$ cat src/rtl/hsb_pkg.sv
package hsb_pkg;
  typedef enum logic [3:0] {
    ST_IDLE = 4'd0,
    ST_P0   = 4'd1,
    ST_P1   = 4'd2,
    ST_P2   = 4'd3,
    ST_P3   = 4'd4,
    ST_P4   = 4'd5,
    ST_P5   = 4'd6,
    ST_P6   = 4'd7,
    ST_P7   = 4'd8,
    ST_WA   = 4'd9,
    ST_WB   = 4'd10,
    ST_RESP = 4'd11
  } hsb_state_e;
endpackage

$ cat src/rtl/hsb_seq.sv
module hsb_seq
  import hsb_pkg::*;
(
  input  logic       clk,
  input  logic       rst_n,
  input  logic       start,
  input  logic       dtack_n,
  input  logic       berr_n,
  input  logic       rsp_ready,
  output hsb_state_e state,
  output logic       err
);
  hsb_state_e nxt;
  logic       at_sample;

  assign at_sample = (state == ST_P4) || (state == ST_WB);

  always_comb begin
    nxt = state;
    unique case (state)
      ST_IDLE: if (start) nxt = ST_P0;
      ST_P0:   nxt = ST_P1;
      ST_P1:   nxt = ST_P2;
      ST_P2:   nxt = ST_P3;
      ST_P3:   nxt = ST_P4;
      ST_P4, ST_WB: begin
        if (!dtack_n || !berr_n) nxt = ST_P5;
        else                     nxt = ST_WA;
      end
      ST_WA:   nxt = ST_WB;
      ST_P5:   nxt = ST_P6;
      ST_P6:   nxt = ST_P7;
      ST_P7:   nxt = ST_RESP;
      ST_RESP: if (rsp_ready) nxt = ST_IDLE;
      default: nxt = ST_IDLE;
    endcase
  end

  always_ff @(posedge clk or negedge rst_n) begin
    if (!rst_n) begin
      state <= ST_IDLE;
      err   <= 1'b0;
    end else begin
      state <= nxt;
      if (state == ST_P0)
        err <= 1'b0;
      else if (at_sample && dtack_n && !berr_n)
        err <= 1'b1;
    end
  end

  p_ack_sample_r5: assert property (@(posedge clk) disable iff (!rst_n)
    (at_sample && !dtack_n) |=> (state == ST_P5));
  p_wait_pair_r5: assert property (@(posedge clk) disable iff (!rst_n)
    (at_sample && dtack_n && berr_n) |=> (state == ST_WA));
  p_berr_end_r7: assert property (@(posedge clk) disable iff (!rst_n)
    (at_sample && dtack_n && !berr_n) |=> (err && state == ST_P5));
endmodule

$ cat src/rtl/hsb_strobes.sv
module hsb_strobes
  import hsb_pkg::*;
#(
  parameter int LANES = 2
) (
  input  hsb_state_e       state,
  input  logic             is_write,
  input  logic [LANES-1:0] be,
  output logic             as_n,
  output logic [LANES-1:0] ds_n,
  output logic             rw_n,
  output logic             doe
);
  logic as_win, wr_win, ds_win;

  always_comb begin
    as_win = state inside {ST_P2, ST_P3, ST_P4, ST_WA, ST_WB, ST_P5, ST_P6};
    wr_win = is_write &&
             (state inside {ST_P3, ST_P4, ST_WA, ST_WB, ST_P5, ST_P6, ST_P7});
    ds_win = is_write ? (state inside {ST_P4, ST_WA, ST_WB, ST_P5, ST_P6})
                      : as_win;
  end

  assign as_n = !as_win;
  assign rw_n = !wr_win;
  assign doe  = wr_win;

  for (genvar g = 0; g < LANES; g++) begin : g_lane
    assign ds_n[g] = !(ds_win && be[g]);
  end
endmodule

$ cat src/rtl/hsb_master.sv
module hsb_master
  import hsb_pkg::*;
#(
  parameter int ADDR_W = 24,
  parameter int DATA_W = 16,
  parameter int FC_W   = 3
) (
  input  logic                clk,
  input  logic                rst_n,
  input  logic                req_valid,
  output logic                req_ready,
  input  logic [ADDR_W-1:0]   req_addr,
  input  logic                req_write,
  input  logic [DATA_W/8-1:0] req_be,
  input  logic [DATA_W-1:0]   req_wdata,
  input  logic [FC_W-1:0]     req_fc,
  output logic                rsp_valid,
  input  logic                rsp_ready,
  output logic [DATA_W-1:0]   rsp_rdata,
  output logic                rsp_err,
  output logic [ADDR_W-2:0]   bus_addr,
  output logic [FC_W-1:0]     bus_fc,
  output logic                bus_rw_n,
  output logic                bus_as_n,
  output logic [DATA_W/8-1:0] bus_ds_n,
  output logic [DATA_W-1:0]   bus_dout,
  output logic                bus_doe,
  input  logic [DATA_W-1:0]   bus_din,
  input  logic                bus_dtack_n,
  input  logic                bus_berr_n
);
  localparam int LANES = DATA_W / 8;

  hsb_state_e           state;
  logic                 err;
  logic                 start;
  logic [ADDR_W-1:0]    addr_q;
  logic [FC_W-1:0]      fc_q;
  logic                 wr_q;
  logic [LANES-1:0]     be_q;
  logic [DATA_W-1:0]    wdata_q;
  logic [DATA_W-1:0]    rdata_q;
  logic [DATA_W-1:0]    lane_mask;

  assign req_ready = (state == ST_IDLE) && bus_dtack_n && bus_berr_n;
  assign start     = req_valid && req_ready;

  hsb_seq i_seq (
    .clk       (clk),
    .rst_n     (rst_n),
    .start     (start),
    .dtack_n   (bus_dtack_n),
    .berr_n    (bus_berr_n),
    .rsp_ready (rsp_ready),
    .state     (state),
    .err       (err)
  );

  hsb_strobes #(.LANES(LANES)) i_strobes (
    .state    (state),
    .is_write (wr_q),
    .be       (be_q),
    .as_n     (bus_as_n),
    .ds_n     (bus_ds_n),
    .rw_n     (bus_rw_n),
    .doe      (bus_doe)
  );

  for (genvar g = 0; g < LANES; g++) begin : g_mask
    assign lane_mask[g*8 +: 8] = {8{be_q[g]}};
  end

  always_ff @(posedge clk or negedge rst_n) begin
    if (!rst_n) begin
      addr_q   <= '0;
      fc_q     <= '0;
      wr_q     <= 1'b0;
      be_q     <= '0;
      wdata_q  <= '0;
      rdata_q  <= '0;
      bus_addr <= '0;
      bus_fc   <= '0;
    end else begin
      if (start) begin
        addr_q  <= req_addr;
        fc_q    <= req_fc;
        wr_q    <= req_write;
        be_q    <= req_be;
        wdata_q <= req_wdata;
      end
      if (state == ST_P0) begin
        bus_addr <= addr_q[ADDR_W-1:1];
        bus_fc   <= fc_q;
        rdata_q  <= '0;
      end else if (state == ST_P6 && !err && !wr_q) begin
        rdata_q  <= bus_din & lane_mask;
      end
    end
  end

  assign bus_dout  = wdata_q;
  assign rsp_valid = (state == ST_RESP);
  assign rsp_rdata = rdata_q;
  assign rsp_err   = err;

  p_lane_nest_r3: assert property (@(posedge clk) disable iff (!rst_n)
    (bus_ds_n != '1) |-> !bus_as_n);
  p_drive_dir_r4: assert property (@(posedge clk) disable iff (!rst_n)
    bus_doe |-> !bus_rw_n);
  p_addr_hold_r2: assert property (@(posedge clk) disable iff (!rst_n)
    !bus_as_n |=> (bus_as_n || ($stable(bus_addr) && $stable(bus_fc))));
  p_rsp_hold_r8: assert property (@(posedge clk) disable iff (!rst_n)
    (rsp_valid && !rsp_ready) |=>
      (rsp_valid && $stable(rsp_rdata) && $stable(rsp_err)));
  p_idle_first_r10: assert property (@(posedge clk) disable iff (!rst_n)
    start |=> (bus_as_n && bus_rw_n && !bus_doe && bus_ds_n == '1));
  p_start_clear_r1: assert property (@(posedge clk) disable iff (!rst_n)
    start |-> (bus_dtack_n && !rsp_valid));
endmodule

$ cat config.mk
export PLATFORM = sky130hd
export DESIGN_NAME = hsb_master
export DESIGN_NICKNAME = d
export VERILOG_FILES = /design/src/rtl/hsb_pkg.sv /design/src/rtl/hsb_seq.sv /design/src/rtl/hsb_strobes.sv /design/src/rtl/hsb_master.sv
export SDC_FILE = /design/constraint.sdc
export NUM_CORES = 1
export LEC_CHECK = 0
export BUFFER_PORTS_ARGS = -buffer_cell sky130_fd_sc_hd__clkbuf_2
export CORE_AREA = 10 10 97 99
export CTS_CLUSTER_DIAMETER = 60
export DETAILED_ROUTE_END_ITERATION = 8
export DIE_AREA = 0 0 107 109
export GPL_ROUTABILITY_DRIVEN = 0
export GPL_TIMING_DRIVEN = 0
export PLACE_DENSITY = 0.83
export SLEW_MARGIN = 20
export SYNTH_ARGS = -nofsm -noshare
export SYNTH_HDL_FRONTEND = slang
export SYNTH_SLANG_ARGS = --single-unit
$ cat constraint.sdc
create_clock -name clk -period 4.1 [get_ports clk]
set_clock_uncertainty 0.15 [all_clocks]
set_input_delay 0.82 -clock clk [delete_from_list [all_inputs] [get_ports clk]]
set_output_delay 0.82 -clock clk [all_outputs]
set_load 0.1 [all_outputs]
; ---- Word level (Yosys, flattened, before mapping)
; Index checks and enable logic that the tools add are counted.
[word_totals]
word_cells = 61
in_bits = 68
regBits = 93
output_inout_bits = 66
[op_classes]
eq_ne = 13
n_bitwise = 1
mux = 9
reduce_logical = 28
[op_table]
columns = operator, count
row1 = $pmux 4 s11, 1
row2 = $mux 16, 2
row3 = $and 16x16->16, 1
row4 = $eq 4x3->1 const B, 4
row5 = $eq 4x4->1 const B, 4
row6 = $reduce_bool 7->1, 2
row7 = $mux 4, 3
row8 = $logic_and 1x1->1, 10
row9 = $eq 4x2->1 const B, 2
row10 = $logic_not 1->1, 8
row11 = $reduce_bool 5->1, 1
row12 = $eq 4x1->1 const B, 1
row13 = $logic_not 4->1, 1
row14 = $ne 2x1->1 const B, 2
row15 = $reduce_bool 2->1, 2
row16 = $mux 1, 3
row17 = $logic_or 1x1->1, 2
row18 = $reduce_and 2->1, 1
row19 = $reduce_or 2->1, 1

; ---- Depth between registers and ports, before layout
; Gate-level depths: netlist of the first run.
[depth]
depth_word = 6
depth_mapped = 6
mapped_depth_nobuf = 4

; ---- Hierarchy
; Synthesis of the first run repeated with hierarchy kept, for this count alone.
[hier_totals]
cells_unflattened = 343
area_unflattened_um2 = 4056.4
[modules_own_cells]
columns = mod, area_per_inst_um2, instances, seq_area_each_um2, cells_each
row1 = hsb_master, 3544.6, 1, 2177.1, 283
row2 = hsb_seq, 392.9, 1, 125.1, 44
row3 = hsb_strobes, 118.9, 1, 0.0, 16

; ---- Worst setup path before layout of the first run
; Ideal clock, no wire load.
[synth_path]
path_kind = reg2out
from = register i_seq.state[2]
to = output bus_doe
required_ns = 3.130
setup_slack_ns = -1.187
n_path_buf = 1
path_stages_with_launch = 6
arrival_ns = 4.317
cell_sequence = dfrtp_1 clkbuf_1 nand2b_1 a21oi_1 o21ai_0 inv_1
[synth_between]
elab_chain_len = 3
elab_cells_between_ends = 9
classes_between = eq/ne: 7 / reduce/logical: 2
[synth_lines]
columns = element, line_no
row1 = from (decl), hsb_seq.sv:10  ; output hsb_state_e state,
row2 = from (signal assigned), hsb_seq.sv:44  ; state <= nxt;
row3 = $eq 4x3->1 or $eq 4x4->1 (tied branches), hsb_strobes.sv:19  ; (state inside {ST_P3, ST_P4, ST_WA, ST_WB, ST_P5, ST_P6, ST_P7});
row4 = $reduce_bool 7->1 *, hsb_strobes.sv:19
row5 = $logic_and 1x1->1 *, hsb_strobes.sv:18  ; wr_win = is_write &&
row6 = to (decl), hsb_master.sv:27  ; output logic bus_doe,
; Mark *: on every way between the ends. The rest lies on a longest branch, timed or not.

; ---- Worst setup path in the final report of the first run
[layout_path]
from = register i_seq.state[0]
to = output bus_ds_n[0]
[layout_between]
elab_chain_len = 5
elab_cells_between_ends = 12
classes_between = eq/ne: 7 / mux: 1 / reduce/logical: 4
[layout_lines]
columns = element, line_no
row1 = $eq 4x2->1 (tied with other cells), hsb_strobes.sv:17  ; as_win = state inside {ST_P2, ST_P3, ST_P4, ST_WA, ST_WB, ST_P5, ST_P6};
row2 = $reduce_bool 7->1 or $reduce_bool 5->1 (tied branches), "hsb_strobes.sv:17, hsb_strobes.sv:20"
row3 = $mux 1 *, hsb_strobes.sv:20  ; ds_win = is_write ? (state inside {ST_P4, ST_WA, ST_WB, ST_P5, ST_P6})
row4 = $logic_and 1x1->1 *, hsb_strobes.sv:29  ; assign ds_n[g] = !(ds_win && be[g]);
row5 = $logic_not 1->1 *, hsb_strobes.sv:29
row6 = to (decl), hsb_master.sv:25  ; output logic [DATA_W/8-1:0] bus_ds_n,
; Marked as above.

==> flow_metrics.env, run 1 <==
export IMPL_status="completed"
export IMPL_startpoint_type="flop"
export IMPL_antenna_found_initial=0
export IMPL_final_cell_mix="clkbuf_2 (131), dfrtp_1 (92), mux2_4 (40)"
export IMPL_remaining_drc_errors=0
export IMPL_regToRegSetupSlack_ns=1.76
export IMPL_drt_iter0_markers=98
export IMPL_hold_viol=0
export IMPL_ys_ff_latch=92
export IMPL_netlist_instances=290
export IMPL_htree_num_levels=3
export IMPL_layout_nets=501
export IMPL_rsz0062_at_grt="false"
export IMPL_grt_overflow=0
export IMPL_numPortBuffers=132
export IMPL_synth_cell_types=29
export IMPL_wl_um=9184
export IMPL_die_area_um2=11660
export IMPL_setup_viol=0
export IMPL_met1Wirelength_um=3673
export IMPL_worstPathArrival_ns=2.16
export IMPL_grt_pass1_wl_um=14790
export IMPL_reg2reg_to="rsp_rdata[10]"
export IMPL_seq_area_frac_synth=0.5852
export IMPL_core_area_um2=7527
export IMPL_mappedNetlistArea_um2=3934
export IMPL_end_kind="primary output"
export IMPL_synth_edf_count=0
export IMPL_cp_max_fo=10
export IMPL_ff2ff_path_depth=5
export IMPL_period_minus_slack_ns=3.127
export IMPL_fillers=579
export IMPL_dp_hpwl_um=7052
export IMPL_areaGrowthSynthToFinish_pct=25.73
export IMPL_vias=2808
export IMPL_drt_wirelength_per_cell_um=17.01
export IMPL_r2r_start="i_seq.state[2]"
export IMPL_holdCritPathClass="input pin to asynchronous set/reset pin"
export IMPL_global_route_usage_total=0.1572
export IMPL_drive_above_1_share=0.5297
export IMPL_dr_wl_met2_um=4758
export IMPL_drt_first_pass_iters=4
export IMPL_grt_max_degree=93
export IMPL_die_w_um=107
export IMPL_crit_type="flop to primary output"
export IMPL_first_global_vias=2935
export IMPL_io_pins=134
export IMPL_diodes=0
export IMPL_clock_sinks=92
export IMPL_root_buffer="clkbuf_8"
export IMPL_final_common_cell="clkbuf_2"
export IMPL_initial_utilization=0.5226
export IMPL_cts_tree="yes"
export IMPL_die_h_um=109
export IMPL_slew_viol_final=0
export IMPL_period_share=0.7627
export IMPL_cts_resized_gates=0
export IMPL_cts_buffers=9
export IMPL_tns_ns=0
export IMPL_worst_slew_pin_slew_ns=0.7005
export IMPL_clk_latency_ns=0.36
export IMPL_synth_async_reset_ratio=1.000
export IMPL_cts_buffer_depth=2
export IMPL_std_cell_rows=32
export IMPL_cap_viol_max_count=0
export IMPL_whs_ns=0.3398
export IMPL_fmax_ghz=0.3198
export IMPL_ys_flop_type="dfrtp_1"
export IMPL_required_ns=3.13
export IMPL_met3_wirelength_um=683
export IMPL_synthesis_nets=358
export IMPL_viasPerCell=5.200
export IMPL_slew_headroom=0.5330
export IMPL_syn_avg_cell_area_um2=13.56
export IMPL_synth_warnings=0
export IMPL_postRouteAntennaNets=0
export IMPL_cts_hold_buffers_added=0
export IMPL_dr_max_layer_used="met4"
export IMPL_post_cts_buffers=0
export IMPL_clkTransAtPathRegs_ns=0.11
Yosys cell counts, types with 2 or more instances:
master,instances,area [µm²]
a21oi_1,24,120.1
buf_2,3,15.01
buf_6,4,45.04
clkbuf_1,11,41.29
dfrtp_1,92,2302
inv_1,3,11.26
mux2_2,31,349.1
mux2_4,40,600.6
nand2_1,23,86.33
nand2b_1,6,37.54
nand3_1,18,90.09
nor2_1,4,15.01
nor2b_1,2,12.51
nor3_1,2,10.01
o21ai_0,13,65.06
layout make-up:
| cell class | count | area [µm²] | share of cell area |
|---|---|---|---|
| Sequential cell | 92 | 2302 | 0.4655 |
| Multi-Input combinational cell | 177 | 1523 | 0.3079 |
| Timing Repair Buffer | 132 | 669.4 | 0.1353 |
| Tap cell | 102 | 127.6 | 0.02580 |
| Clock buffer | 9 | 123.9 | 0.02504 |
| Buffer | 18 | 101.3 | 0.02049 |
| Clock inverter | 7 | 87.58 | 0.01771 |
| Inverter | 3 | 11.26 | 0.002277 |
flip-flops by register name (all words and copies together) (netlist names):
name and cells:
fc_q 3, wr_q 1, bus_fc 3, bus_dout 16
be_q 2, bus_addr 23, i_seq.err 1, rsp_rdata 16
i_seq.state 4, addr_q 23
logic make-up after synthesis:
| group | Yosys count | share of synthesized area |
|---|---|---|
| XOR/XNOR | 1 | 0.002227 |
| AND/OR/NAND/NOR | 62 | 0.08174 |
| multiplexers | 71 | 0.2414 |
| flip-flops | 92 | 0.5852 |
| AO/OA/AOI/OAI | 43 | 0.06075 |
| buffers and inverters | 21 | 0.02862 |
worst max-delay path by stage:
stage / slack, ns / to / startpoint / depth (start not counted)
2_1_floorplan: 0.67 / bus_doe / i_seq.state[2] / 5
3_3_place_gp: 1.09 / i_seq.state[0] / rst_n / 1
3_5_place_dp: 1.37 / bus_ds_n[0] / i_seq.state[0] / 6
4_1_cts: 0.97 / bus_ds_n[0] / i_seq.state[0] / 6
5_1_grt: 0.79 / bus_doe / i_seq.state[3] / 6
6_report: 0.97 / bus_ds_n[0] / i_seq.state[0] / 6
worst max-delay path, stage by stage (launching register included):
cell and delay (ns):
dfrtp_1 0.46, clkbuf_1 0.23, inv_1 0.14, o21ai_0 0.10, a221o_1 0.32, nand3_1 0.09, clkbuf_2 0.46
stage by stage:
step,cells,area (µm²),utilization,setup slack (ns)
6_report,540,4946,0.6571,0.9731
4_1_cts,540,4946,0.6571,0.9689
3_3_place_gp,524,4726,0.6278,1.087
2_1_floorplan,290,3938,-,0.6686
5_1_grt,540,4946,0.6571,0.7916
3_5_place_dp,524,4735,0.6290,1.372
per-layer routing:
metal  global-route usage  up-vias
met5                    0        -
li1                     -     1310
met3              0.05782        7
met4              0.03191        0
met2               0.2660      101
met1               0.1891     1390
Power of run 1 is left out: the tool's default activity adds up to more than one toggle a clock period on the data nets, which glitch-free logic cannot reach.
==> run 2: changes to the inputs <==
--- a/config.mk
+++ b/config.mk
@@ -6,13 +6,13 @@
 export NUM_CORES = 1
 export LEC_CHECK = 0
 export BUFFER_PORTS_ARGS = -buffer_cell sky130_fd_sc_hd__clkbuf_2
-export CORE_AREA = 10 10 97 99
+export CORE_AREA = 10 10 100 102
 export CTS_CLUSTER_DIAMETER = 60
 export DETAILED_ROUTE_END_ITERATION = 8
-export DIE_AREA = 0 0 107 109
+export DIE_AREA = 0 0 110 112
 export GPL_ROUTABILITY_DRIVEN = 0
 export GPL_TIMING_DRIVEN = 0
-export PLACE_DENSITY = 0.83
+export PLACE_DENSITY = 0.78
 export SLEW_MARGIN = 20
 export SYNTH_ARGS = -nofsm -noshare
 export SYNTH_HDL_FRONTEND = slang
==> constraint.sdc (replaced) <==
create_clock -name clk -period 3.2 [get_ports clk]
set_clock_uncertainty 0.15 [all_clocks]
set_input_delay 0.64 -clock clk [delete_from_list [all_inputs] [get_ports clk]]
set_output_delay 0.64 -clock clk [all_outputs]
set_load 0.1 [all_outputs]
==> run 2 against run 1 <==
- global-route usage decreased by 0.56 points
- hold slack worse by 0.19 ns
- via count is 2.6% lower
- sequential cell count stayed put
- cell count is 0.56% higher
- sequential share of layout area down 0.15 points
- final area rose by 0.33%
- routed wire length up 1.8%
- critical path depth stayed put
==> flow_metrics.env, run 2 (synthesis results as in run 1) <==
export IMPL_status="completed"
export IMPL_wl_um=9346
export IMPL_clk_latency_ns=0.35
export IMPL_fin_cells=543
export IMPL_die_w_um=110
export IMPL_root_buffer="clkbuf_8"
export IMPL_postRouteAntennaNets=0
export IMPL_drt_wirelength_per_cell_um=17.21
export IMPL_layout_nets=501
export IMPL_antenna_found_initial=0
export IMPL_clkTransAtPathRegs_ns=0.10
export IMPL_regToRegSetupSlack_ns=0.91
export IMPL_crit_type="flop to primary output"
export IMPL_grt_max_degree=93
export IMPL_htree_num_levels=3
export IMPL_cts_resized_gates=0
export IMPL_holdCritPathClass="input pin to asynchronous set/reset pin"
export IMPL_numPortBuffers=132
export IMPL_r2r_start="i_seq.state[2]"
export IMPL_post_cts_buffers=0
export IMPL_core_area_um2=8051
export IMPL_cp_top_family="buffers and inverters"
export IMPL_areaGrowthSynthToFinish_pct=26.15
export IMPL_io_pins=134
export IMPL_cp_slowest_cell="clkbuf_2"
export IMPL_die_area_um2=12320
export IMPL_cp_depth=6
export IMPL_path_cells="clkbuf_1 -> nand2b_1 -> a21oi_1 -> o21ai_4 -> inv_1 -> clkbuf_2"
export IMPL_worst_slew_pin_slew_ns=0.7337
export IMPL_drt_iter0_markers=104
export IMPL_drt_first_pass_iters=4
export IMPL_fillers=667
export IMPL_viasPerCell=5.035
export IMPL_dp_hpwl_um=6941
export IMPL_cts_tree="yes"
export IMPL_rsz0062_at_grt="false"
export IMPL_grt_pass1_wl_um=15000
export IMPL_period_share=0.9295
export IMPL_diodes=0
export IMPL_first_global_vias=2929
export IMPL_reg_top3="addr_q (23), bus_addr (23)"
export IMPL_critical_path_max_stage_delay_ns=0.45
export IMPL_die_h_um=112
export IMPL_place_inst=527
export IMPL_crit_path_end="bus_doe"
export IMPL_final_common_cell="clkbuf_2"
export IMPL_cap_viol_max_count=0
export IMPL_critPathBufInv=3
export IMPL_cts_buffer_depth=2
export IMPL_cts_hold_buffers_added=0
export IMPL_setup_viol=0
export IMPL_cp_max_fo=10
export IMPL_std_cell_rows=33
export IMPL_grt_overflow=0
export IMPL_ff2ff_path_depth=5
export IMPL_reg2reg_to="rsp_rdata[5]"
export IMPL_multi_input_area_um2=1530
export IMPL_slew_viol_final=0
export IMPL_hold_viol=0
export IMPL_required_ns=2.41
export IMPL_remaining_drc_errors=0
export IMPL_crit_start="i_seq.state[3]"
export IMPL_fmax_ghz=0.3362
export IMPL_global_route_usage_total=0.1515
export IMPL_clock_sinks=92
export IMPL_tns_ns=0
export IMPL_drive_above_1_share=0.5251
export IMPL_startpoint_type="flop"
export IMPL_final_cell_mix="clkbuf_2 (131), dfrtp_1 (92), mux2_4 (40)"
export IMPL_initial_utilization=0.4886
export IMPL_period_minus_slack_ns=2.974
export IMPL_end_kind="primary output"
export IMPL_worstPathArrival_ns=2.18
export IMPL_slew_headroom=0.5109
export IMPL_seqCellArea_um2=2302
export IMPL_vias=2734
export IMPL_cts_buffers=9
[run 2: metrics by stage]
step | instance area, µm² | setup WS [ns] | util | hold slack, ns
after CTS | 4962 | 0.2413 | 0.6163 | 0.2220
final | 4962 | 0.2257 | 0.6163 | 0.1482
after floorplan | 3945 | 0.0009066 | - | 0.1944
after global routing | 4962 | 0.06239 | 0.6163 | 0.2309
after detailed placement | 4746 | 0.6446 | 0.5894 | 0.3420
after global placement | 4737 | 0.3219 | 0.5883 | 0.3322
[run 2: final cells by class]
type                    count  area share
well taps                 105     0.02648
repair buffers            132      0.1349
multi-input cells         177      0.3084
inverters                   3    0.002269
clock inverters             5     0.01715
plain buffers              18     0.02042
clock buffers              11     0.02648
flip-flops and latches     92      0.4639
[run 2: worst min-delay path by stage]
stage / from / end / slack (ns) / cells past startpoint
after floorplan: rst_n / addr_q[10] / 0.19 / 0
after CTS: rst_n / rsp_rdata[1] / 0.22 / 1
after detailed placement: addr_q[12] / addr_q[12] / 0.34 / 1
final: rst_n / rsp_rdata[1] / 0.15 / 1
after global placement: fc_q[0] / fc_q[0] / 0.33 / 1
after global routing: rst_n / rsp_rdata[1] / 0.23 / 1
[run 2: layer usage]
layer,vias up,track usage,wire (µm),share of wire
met5,-,0,0,0
met4,0,0.04167,77,0.0082
met3,8,0.04556,691,0.074
met2,83,0.2495,4754,0.51
met1,1337,0.1865,3823,0.41
li1,1306,-,-,-
Power of run 2 is left out for the same reason.
